### config.mk
export PLATFORM = sky130hd
export DESIGN_NAME = phase_sqwave_synth
export DESIGN_NICKNAME = d
export VERILOG_FILES = /design/src/rtl/sqsynth_pkg.sv /design/src/rtl/sqsynth_word_shadow.sv /design/src/rtl/sqsynth_phase_accum.sv /design/src/rtl/phase_sqwave_synth.sv
export SDC_FILE = /design/constraint.sdc
export NUM_CORES = 1
export LEC_CHECK = 0
export ABC_CLOCK_PERIOD_IN_PS = 2700
export BUFFER_PORTS_ARGS = -buffer_cell sky130_fd_sc_hd__buf_2
export CORE_MARGIN = 3
export CORE_UTILIZATION = 54
export CTS_CLUSTER_DIAMETER = 100
export DETAILED_ROUTE_END_ITERATION = 7
export GPL_TIMING_DRIVEN = 1
export PLACE_DENSITY_LB_ADDON = 0.15
export SLEW_MARGIN = 20
export SYNTH_ARGS = -nofsm -noshare
export SYNTH_HDL_FRONTEND = slang
export SYNTH_SLANG_ARGS = --single-unit
### constraint.sdc
create_clock -name clk -period 2.7 [get_ports clk]
set_clock_uncertainty 0.15 [all_clocks]
set_input_delay 0.54 -clock clk [delete_from_list [all_inputs] [get_ports clk]]
set_output_delay 0.54 -clock clk [all_outputs]
set_load 0.02 [all_outputs]
### src/rtl/sqsynth_pkg.sv
// Package: shared constants and helpers for the square-wave synthesizer.
// Assumes: nothing beyond a legal accumulator width of two bits or more.
package sqsynth_pkg;

    // Default width of the phase register.
    localparam int unsigned DEFAULT_ACC_W = 32;

    // Low-bit test used for the even-word status flag.
    function automatic logic low_bit_clear(input logic lsb);
        return ~lsb;
    endfunction

endpackage

### src/rtl/sqsynth_word_shadow.sv
// Module: holds a loaded tuning word in a shadow register and hands it to
// the active register on the next tick, so the adder sees whole words only.
// Assumes: synchronous active-low reset; load and tick may coincide.
module sqsynth_word_shadow #(
    parameter int unsigned ACC_W = 32
) (
    input  logic             clk,
    input  logic             rst_n,
    input  logic             tick_en,
    input  logic             word_load,
    input  logic [ACC_W-1:0] word_in,
    output logic [ACC_W-1:0] active_word
);

    logic [ACC_W-1:0] shadow_q;
    logic             pending_q;

    // Capture loads, then apply a pending word at the next tick.
    always_ff @(posedge clk) begin
        if (!rst_n) begin
            shadow_q    <= '0;
            pending_q   <= 1'b0;
            active_word <= '0;
        end else begin
            if (tick_en && pending_q) begin
                active_word <= shadow_q;
            end
            if (word_load) begin
                shadow_q  <= word_in;
                pending_q <= 1'b1;
            end else if (tick_en) begin
                pending_q <= 1'b0;
            end
        end
    end

    // with no tick the active word stays put.
    a_r3_word_held: assert property (@(posedge clk) disable iff (!rst_n)
        !tick_en |=> $stable(active_word));

    // a tick with a pending word installs that shadow word.
    a_r4_apply: assert property (@(posedge clk) disable iff (!rst_n)
        (tick_en && pending_q) |=> active_word == $past(shadow_q));

    // a load at a tick leaves the new word pending.
    a_r8_stays_pending: assert property (@(posedge clk) disable iff (!rst_n)
        (tick_en && word_load) |=> pending_q);

endmodule

### src/rtl/sqsynth_phase_accum.sv
// Module: modulo-2^ACC_W phase register that adds the active word per tick.
// Assumes: the word input is stable across a tick (supplied by the shadow).
module sqsynth_phase_accum #(
    parameter int unsigned ACC_W = 32
) (
    input  logic             clk,
    input  logic             rst_n,
    input  logic             tick_en,
    input  logic [ACC_W-1:0] step,
    output logic [ACC_W-1:0] phase
);

    // Advance the phase by the step on each tick, wrapping naturally.
    always_ff @(posedge clk) begin
        if (!rst_n) begin
            phase <= '0;
        end else if (tick_en) begin
            phase <= phase + step;
        end
    end

    // no tick, no phase movement.
    a_r3_phase_hold: assert property (@(posedge clk) disable iff (!rst_n)
        !tick_en |=> $stable(phase));

    // a zero step leaves the phase unchanged even on a tick.
    a_r5_zero_static: assert property (@(posedge clk) disable iff (!rst_n)
        (tick_en && step == '0) |=> $stable(phase));

endmodule

### src/rtl/phase_sqwave_synth.sv
// Module: top of the phase-accumulator square-wave synthesizer. The output
// is the phase register's top bit; an optional flag marks even words.
// Assumes: ACC_W >= 2; synchronous active-low reset.
module phase_sqwave_synth
    import sqsynth_pkg::*;
#(
    parameter int unsigned ACC_W         = DEFAULT_ACC_W,
    parameter bit          HAS_EVEN_FLAG = 1'b1
) (
    input  logic             clk,
    input  logic             rst_n,
    input  logic             tick_en,
    input  logic [ACC_W-1:0] word_in,
    input  logic             word_load,
    output logic             sq_out,
    output logic             even_word
);

    localparam int unsigned MSB = ACC_W - 1;

    logic [ACC_W-1:0] active_word;
    logic [ACC_W-1:0] phase;

    sqsynth_word_shadow #(.ACC_W(ACC_W)) u_shadow (
        .clk         (clk),
        .rst_n       (rst_n),
        .tick_en     (tick_en),
        .word_load   (word_load),
        .word_in     (word_in),
        .active_word (active_word)
    );

    sqsynth_phase_accum #(.ACC_W(ACC_W)) u_accum (
        .clk     (clk),
        .rst_n   (rst_n),
        .tick_en (tick_en),
        .step    (active_word),
        .phase   (phase)
    );

    // Output bit is the phase register's top bit.
    assign sq_out = phase[MSB];

    // Even-word flag, present only when the parameter asks for it.
    generate
        if (HAS_EVEN_FLAG) begin : g_even
            assign even_word = low_bit_clear(active_word[0]);
        end else begin : g_no_even
            assign even_word = 1'b0;
        end
    endgenerate

    // a tick advances the phase by the word that was active before it.
    a_r2_advance: assert property (@(posedge clk) disable iff (!rst_n)
        tick_en |=> phase == $past(phase) + $past(active_word));

    // the output holds on cycles without a tick.
    a_r3_out_hold: assert property (@(posedge clk) disable iff (!rst_n)
        !tick_en |=> $stable(sq_out));

endmodule

Word-level counts from Yosys, hierarchy flattened. Cells that the tools add are included.

Bits in registers: 97. Bits of input ports: 36. Output and inout bits: 2.

$add $sub $neg: 1. Mux-type cells: 2. Bitwise gates (word level): 1. Reduce and logical (&&, ||, !) cells: 2.

Operators by type and width (count): $add 32x32->32 (1); $mux 1 (2); $reduce_bool 2->1 (1); $logic_and 1x1->1 (1); $not 1->1 (1).

Logic depth before layout (Yosys ltp). Gate-level depths: netlist of the first run.

Depth in word-level cells: 2. Gate-level depth with buffers: 10. Mapped depth without buffers: 10.

Hierarchy. Synthesis of the first run repeated with hierarchy kept, for this count alone.

Cell total of the unflattened synthesis: 625. Area total of the unflattened synthesis: 5680.4 µm².

Modules (own cells, without submodules): sqsynth_phase_accum (instances 1, cells each 370, area an instance 2982.9 µm², seq. area each 640.6 µm²); sqsynth_word_shadow (instances 1, cells each 254, area an instance 2693.8 µm², seq. area each 1301.2 µm²); phase_sqwave_synth (instances 1, cells each 1, area an instance 3.8 µm², seq. area each 0.0 µm²).

Worst setup path after synthesis of the first run. No wires, ideal clock.

Path type: register to register. From: register u_shadow.active_word[0]. To: register u_accum.phase[28]. Setup time: 0.116 ns. Arrival: 2.472 ns. Required time: 2.434 ns. Setup slack: -0.039 ns. Stages on the path, launching flop included: 11. Buffers on the path: 0. Period minus slack after synthesis: 2.739 ns. Cells stage by stage: dfxtp_1 -> ha_1 -> fa_1 -> a21oi_1 -> nor2_1 -> o311ai_1 -> a211o_1 -> a21bo_2 -> a21oi_1 -> or3_1 -> a41o_1.

Longest elaborated chain between the ends: 1.

Ends and longest elaborated chain: start, declared (line sqsynth_word_shadow.sv:12) `output logic [ACC_W-1:0] active_word`; start signal, assigned (line sqsynth_word_shadow.sv:26) `active_word <= shadow_q;`; $add 32x32->32 (line sqsynth_phase_accum.sv:18) `phase <= phase + step;`; end signal, assigned (line sqsynth_phase_accum.sv:18); end, declared (line sqsynth_phase_accum.sv:10) `output logic [ACC_W-1:0] phase`.

Every way passes these cells. A chain may end at the register's enable or synchronous reset.

Final worst setup path of the first run.
From: register u_accum.phase[0]. To: register u_accum.phase[28].

Longest elaborated chain between the ends: 1.

Ends and longest elaborated chain (line): $add 32x32->32 (sqsynth_phase_accum.sv:18).

Every way passes these cells.

==> metrics.cfg, run 1 <==
[worst_setup_path]
critical_path.max_fanout = 4
crit_family = compound AO/OA/AOI/OAI gates
worst-setup-path-type = flop to flop
cp_cell_sequence = ha_4, fa_2, a21oi_2, nor2_2, o311ai_4, a211o_1, a21bo_4, a21oi_2, or3_1, a41o_1
critical_path_depth = 10
slowest_delay_ps = 360
critPathSlowestCell = dfxtp_2
r2r.worst_path.cells = 10
cpMostUsedCell = a21oi_2
cp.buffers_inverters = 0
required_ps = 2810
rrSetupSlack_ps = 20
r2r_end = u_accum.phase[28]
end_kind = flop
crit_start = u_accum.phase[0]
start_kind = flop
critPathCapture = u_accum.phase[28]
arrival_ps = 2790
regToRegStartpoint = u_accum.phase[0]

[global_routing]
grt_use_total = 0.240
grt-ovfl-total = 0
grt_pass1_wl_microns = 20200
antenna_found_initial = 0
grt_pass1_vias = 4147
grt_max_degree = 90

[synth]
netlist_top_cells_area = dfxtp_1, mux2i_1, ha_1
yosys_warnings = 0
syn_avg_cell_area_sq_um = 8.34
netlist_instances = 609
synth_top_flop_cell = dfxtp_1
ys_ff_latch = 97
synth.top_cell.area_share = 0.382
synth-seq-area-share = 0.382
ys_async_sr_fraction = 0
syn-cell-area_sq_um = 5080
ys_types = 59
syn_nets = 677
synth_top_area_cell = dfxtp_1
synth_edf_count = 0

[cts]
hold_buffers = 0
cts_tree = built
path_clk_slew_ps = 110
cts_sinks = 97
h-tree-depth = 3
cts_made_buffers = 9
clockBufferDepth = 2
clkLatencyLatePin_ps = 360
cts-root-buf = clkbuf_8

[route]
routed_wl_microns = 12700
drt-pass1-iter-count = 5
drcViolationCount = 0
vias_per_cell = 5.80
ant_nets = 0
drt_iter0_drc = 237
vias = 4533
wl_per_cell_microns = 16.3

[outcome]
outcome = finished clean

[layout]
fin_nets = 736
area_growth_pct = 19.0
fin_util = 0.677
fillers = 738
layout_common_cells = dfxtp_1, nand2_1, nor2_1
layout_commonest_cell = dfxtp_1
n_antenna_cell = 0
design_area_sq_um = 6050
drive_gt1_frac = 0.208

[pwr]
total_leakage_power_nw = 2.63
p_per_area_nw_per_um2 = 466
max-vdd-ir-drop_v = 0.000452

[timing]
post-route-period-util = 0.992
tightest_slew_ps = 525
fmax_ghz = 0.374
relSlewSlack = 0.649
slew_violations = 0
finalWorstSetupSlack_ps = 22.9
setup_tns_ps = 0
rsz0062_at_grt = yes
hold_viol = 0
layout_min_cycle_time_ps = 2680
setup_viol = 0

[floorplan]
num_rows = 34
coreArea_sq_um = 8930
die_h_microns = 103
start_util = 0.569
die-area_sq_um = 10600
ios = 38
die_x_microns = 103

[worst_hold_path]
hold_start = word_in[10]
min-delay-path-class = input port to flop

[placed_design]
hpwl_microns = 8840
port_buffers = 37
place_congestion = 0.987
placed_area_sq_um = 5550
pre_cts_ws_ps = -162

[run]
cap_viol_max_count = 0

layer usage:
layer  share of wire  global-route usage  routed length, microns
met2            0.45               0.355                    5690
met5               0                   0                       0
met3           0.052              0.0474                     660
met1            0.49               0.363                    6280
met4          0.0083              0.0458                     106
cell type report:
type	instances	area, sq um	share of cell area
Clock buffer	9	124	0.0205
Clock inverter	7	88.8	0.0147
Inverter	8	30.0	0.00496
Multi-Input combinational cell	472	3190	0.527
Sequential cell	97	1950	0.322
Tap cell	108	135	0.0223
Timing Repair Buffer	80	533	0.0881
cell usage after synthesis, types with 3 or more instances:
cell / count
a211oi_1: 5
a21o_1: 13
a21oi_1: 68
a31oi_1: 5
and2_1: 9
and3_1: 6
buf_1: 3
clkbuf_1: 28
dfxtp_1: 97
ha_1: 31
inv_1: 8
mux2i_1: 48
nand2_1: 89
nand2b_1: 3
nand3_1: 16
nand3b_1: 5
nand4_1: 6
nor2_1: 68
nor2b_1: 6
nor3_1: 9
o2111ai_1: 3
o211ai_1: 5
o21ai_0: 20
o21ai_1: 3
or3_1: 5
xnor2_1: 8
xor2_1: 6
through the flow:
step                total power, mW  hold slack (ps)  cells
CTS                            2.83              244    779
global route                   2.93              248    781
global placement               1.80              292    754
floorplan                      1.72              281    609
finish                         2.82              252    781
detailed placement             1.81              295    754
report_power, final:
part | internal, mW | total, mW | switching (mW)
Combinational | 0.119 | 0.273 | 0.154
Sequential | 1.48 | 1.51 | 0.0332
Clock | 0.455 | 1.03 | 0.576
Total | 2.05 | 2.82 | 0.764
cells by family after synthesis:
kind of cell	after synthesis	synth area share
AND/OR/NAND/NOR	230	0.204
AO/OA/AOI/OAI	147	0.183
flip-flops	97	0.382
multiplexers	49	0.0968
buffers and inverters	40	0.0298
adder cells (fa/ha/maj)	32	0.0803
XOR/XNOR	14	0.0241
worst min-delay path, stage by stage:
cell	delay [ps]
buf_2	70
mux2i_1	50
nor2_1	70
flip-flops by register name, summed over array words and instances, names as in the netlist:
signal and flops:
u_accum.phase 32, u_shadow.shadow_q 32, u_shadow.active_word 32, u_shadow.pending_q 1
repair_timing:
| action | in CTS | in global routing |
|---|---|---|
| endpoints found under the setup margin | 8 | 12 |
| buffers inserted | 9 | 2 |
| pin swaps | 10 | 17 |
| endpoints found under the hold margin | 0 | 0 |
| gates resized for setup | 9 | 32 |
how the worst min path moves through the flow:
stage	end	slack, ps	cells after the start
floorplan	u_shadow.active_word[10]	280	2
global placement	u_shadow.active_word[29]	290	2
finish	u_shadow.shadow_q[10]	250	3
detailed placement	u_shadow.active_word[20]	290	2
CTS	u_shadow.shadow_q[11]	240	3
global route	u_shadow.shadow_q[11]	250	3
Note: power is estimated with default switching activity, not from simulation.
==> run 2: changes to the inputs <==
CTS_CLUSTER_SIZE = 12   (was unset)
PLACE_DENSITY = 0.82   (was unset)
PLACE_DENSITY_LB_ADDON = unset   (was 0.15)
==> run 2 against run 1 <==
The run now ends with setup timing left; worst setup slack worse by 100 ps; sequential power is essentially flat; clock power shrank 9%; register-to-register slack worse by 100 ps; clock-buffer cell count increased by 1; highest routed layer unchanged; die area stayed put; global-route usage increased by 0.86 points; largest cell class unchanged; combinational power grew 5%; critical path type unchanged; hold slack improved by 4.4 ps; critical endpoint is now u_accum.phase[29]; power shrank 2.7%.
==> metrics.cfg, run 2 (synthesis gave the netlist of run 1 again) <==
[outcome]
outcome = finished, violations left  ; was finished clean
violations = setup timing

[cts]
h-tree-depth = 3  ; unchanged
clockBufferDepth = 2  ; unchanged
clkLatencyLatePin_ps = 370  ; was 360 ps
cts_made_buffers = 9  ; unchanged
hold_buffers = 0  ; unchanged
cts_tree = built  ; unchanged
path_clk_slew_ps = 110  ; about the same
cts-root-buf = clkbuf_8  ; unchanged
cts_sinks = 97  ; unchanged

[timing]
layout_min_cycle_time_ps = 2780  ; was 2680 ps
setup_tns_ps = -198  ; was 0 ps
rsz0062_at_grt = yes  ; unchanged
hold_slack_ps = 257  ; was 252 ps
fmax_ghz = 0.360  ; was 0.374 GHz
hold_viol = 0  ; unchanged
relSlewSlack = 0.638  ; was 0.649
finalWorstSetupSlack_ps = -79.5  ; was 22.9 ps
slew_violations = 0  ; unchanged
tightest_slew_ps = 537  ; was 525 ps
setup_viol = 3  ; was 0
post-route-period-util = 1.03  ; was 0.992

[placed_design]
place_congestion = 0.932  ; was 0.987
placed_area_sq_um = 5530  ; was 5550 sq um
hpwl_microns = 8830  ; was 8840 microns
port_buffers = 37  ; unchanged
pre_cts_ws_ps = -179  ; was -162 ps

[worst_hold_path]
min-delay-path-class = input port to flop  ; unchanged
hold_start = word_in[24]  ; was word_in[10]

[global_routing]
grt-ovfl-total = 0  ; unchanged
grt_use_total = 0.248  ; was 0.240
grt_pass1_wl_microns = 21000  ; was 20200 microns
grt_pass1_vias = 4472  ; was 4147
antenna_found_initial = 0  ; unchanged
grt_max_degree = 76  ; was 90

[floorplan]
die_x_microns = 103  ; unchanged
ios = 38  ; unchanged
coreArea_sq_um = 8930  ; unchanged
start_util = 0.569  ; unchanged
die-area_sq_um = 10600  ; unchanged
die_h_microns = 103  ; unchanged
num_rows = 34  ; unchanged

[layout]
n_antenna_cell = 0  ; unchanged
drive_gt1_frac = 0.229  ; was 0.208
largestRegisters = u_accum.phase x32, u_shadow.active_word x32, u_shadow.shadow_q x32  ; unchanged
fin_nets = 732  ; was 736
area_growth_pct = 20.8  ; was 19.0%
layout_common_cells = nand2_1, dfxtp_1, nor2_1  ; was dfxtp_1, nand2_1, nor2_1
layout_commonest_cell = nand2_1  ; was dfxtp_1
design_area_sq_um = 6140  ; was 6050 sq um

[worst_setup_path]
arrival_ps = 2880  ; was 2790 ps
slowest_delay_ps = 390  ; was 360 ps
end_kind = flop  ; unchanged
cp_cell_sequence = ha_4, buf_4, nand3_1, a2bb2oi_4, a31oi_4, o211ai_1, a21oi_2, o31ai_4, buf_4, mux2i_1, o32ai_1  ; was ha_4, fa_2, a21oi_2, nor2_2, o311ai_4, a211o_1, a21bo_4, a21oi_2, or3_1, a41o_1
required_ps = 2800  ; was 2810 ps
crit_start = u_accum.phase[5]  ; was u_accum.phase[0]
cpMostUsedCell = buf_4  ; was a21oi_2
start_kind = flop  ; unchanged
worst-setup-path-type = flop to flop  ; unchanged
critical_path.max_fanout = 4  ; unchanged
critPathSlowestCell = dfxtp_1  ; was dfxtp_2
regToRegStartpoint = u_accum.phase[5]  ; was u_accum.phase[0]

[pwr]
p_per_area_nw_per_um2 = 446  ; was 466 nW/um^2
power_switching_mw = 0.780  ; was 0.764 mW
max-vdd-ir-drop_v = 0.000599  ; was 0.000452 V
clockPowerShare = 0.343  ; was 0.366
total_leakage_power_nw = 2.60  ; was 2.63 nW
comb_power_share = 0.105  ; was 0.097
power_mw = 2.74  ; was 2.82 mW
power.share.switching = 0.284  ; was 0.271
p_seq_frac = 0.552  ; was 0.537
p_int_mw = 1.96  ; was 2.05 mW

[route]
vias = 4850  ; was 4533
wl_per_cell_microns = 18.4  ; was 16.3 microns
routed_wl_microns = 14300  ; was 12700 microns
drcViolationCount = 0  ; unchanged
drt_iter0_drc = 460  ; was 237
ant_nets = 0  ; unchanged
vias_per_cell = 6.24  ; was 5.80
drt-pass1-iter-count = 5  ; unchanged

[run]
cap_viol_max_count = 0  ; unchanged

## run 2: cell types whose count changed in the layout (fill, tap and decap cells not counted), moves of 4 or more
| cell | delta |
|---|---|
| dfxtp_1 | -10 |
| dfxtp_2 | +9 |
| ha_4 | +7 |
| ha_1 | -6 |
| buf_4 | -4 |
## run 2: metrics by stage
stage	util	std cells
finish	0.687	777
CTS	0.652	773
detailed placement	0.619	751
floorplan	-	609
global route	0.687	777
global placement	0.619	751
## run 2: repair_timing
action | CTS | global route
setup endpoints to repair | 8 | 15
gates resized for setup | 12 | 54
setup buffers | 6 | 4
pin swaps | 11 | 19
## run 2: layout make-up
type / count / area, sq um
Tap cell: 108 / 135
Multi-Input combinational cell: 472 / 3320
Sequential cell: 97 / 1960
Inverter: 8 / 30.0
Fill cell: 616 / 2790
Timing Repair Buffer: 76 / 503
Clock inverter: 6 / 57.6
Clock buffer: 10 / 128
## run 2: layer usage
| metal | share of wire | GRT usage |
|---|---|---|
| met2 | 0.46 | 0.386 |
| met3 | 0.088 | 0.0447 |
| met5 | 0 | 0 |
| met1 | 0.41 | 0.349 |
| met4 | 0.039 | 0.0807 |
## run 2: worst max-delay path: cells and delay by family, from the launching register on
kind | cells | cell delay [ps]
AOI/OAI and AO/OA | 6 | 1200
adders and majority gates | 1 | 240
buffers and inverters | 2 | 310
DFF | 1 | 390
muxes | 1 | 240
and+or+nand+nor | 1 | 120
## run 2: final timing paths
path	cells after the start	endpoint	slack [ps]
setup / recovery	11	u_accum.phase[29]	-80
hold / removal	3	u_shadow.shadow_q[24]	260
setup reg to reg	11	u_accum.phase[29]	-80
hold reg to reg	2	u_shadow.active_word[0]	300
## run 2: power groups by stage
stage          combinational [mW]  sequential, mW  clock, mW
3_5_place_dp                0.263            1.54          0
5_1_grt                     0.315            1.52       1.01
3_3_place_gp                0.253            1.54          0
2_1_floorplan               0.184            1.53          0
6_report                    0.288            1.51      0.939
4_1_cts                     0.267            1.51      0.934
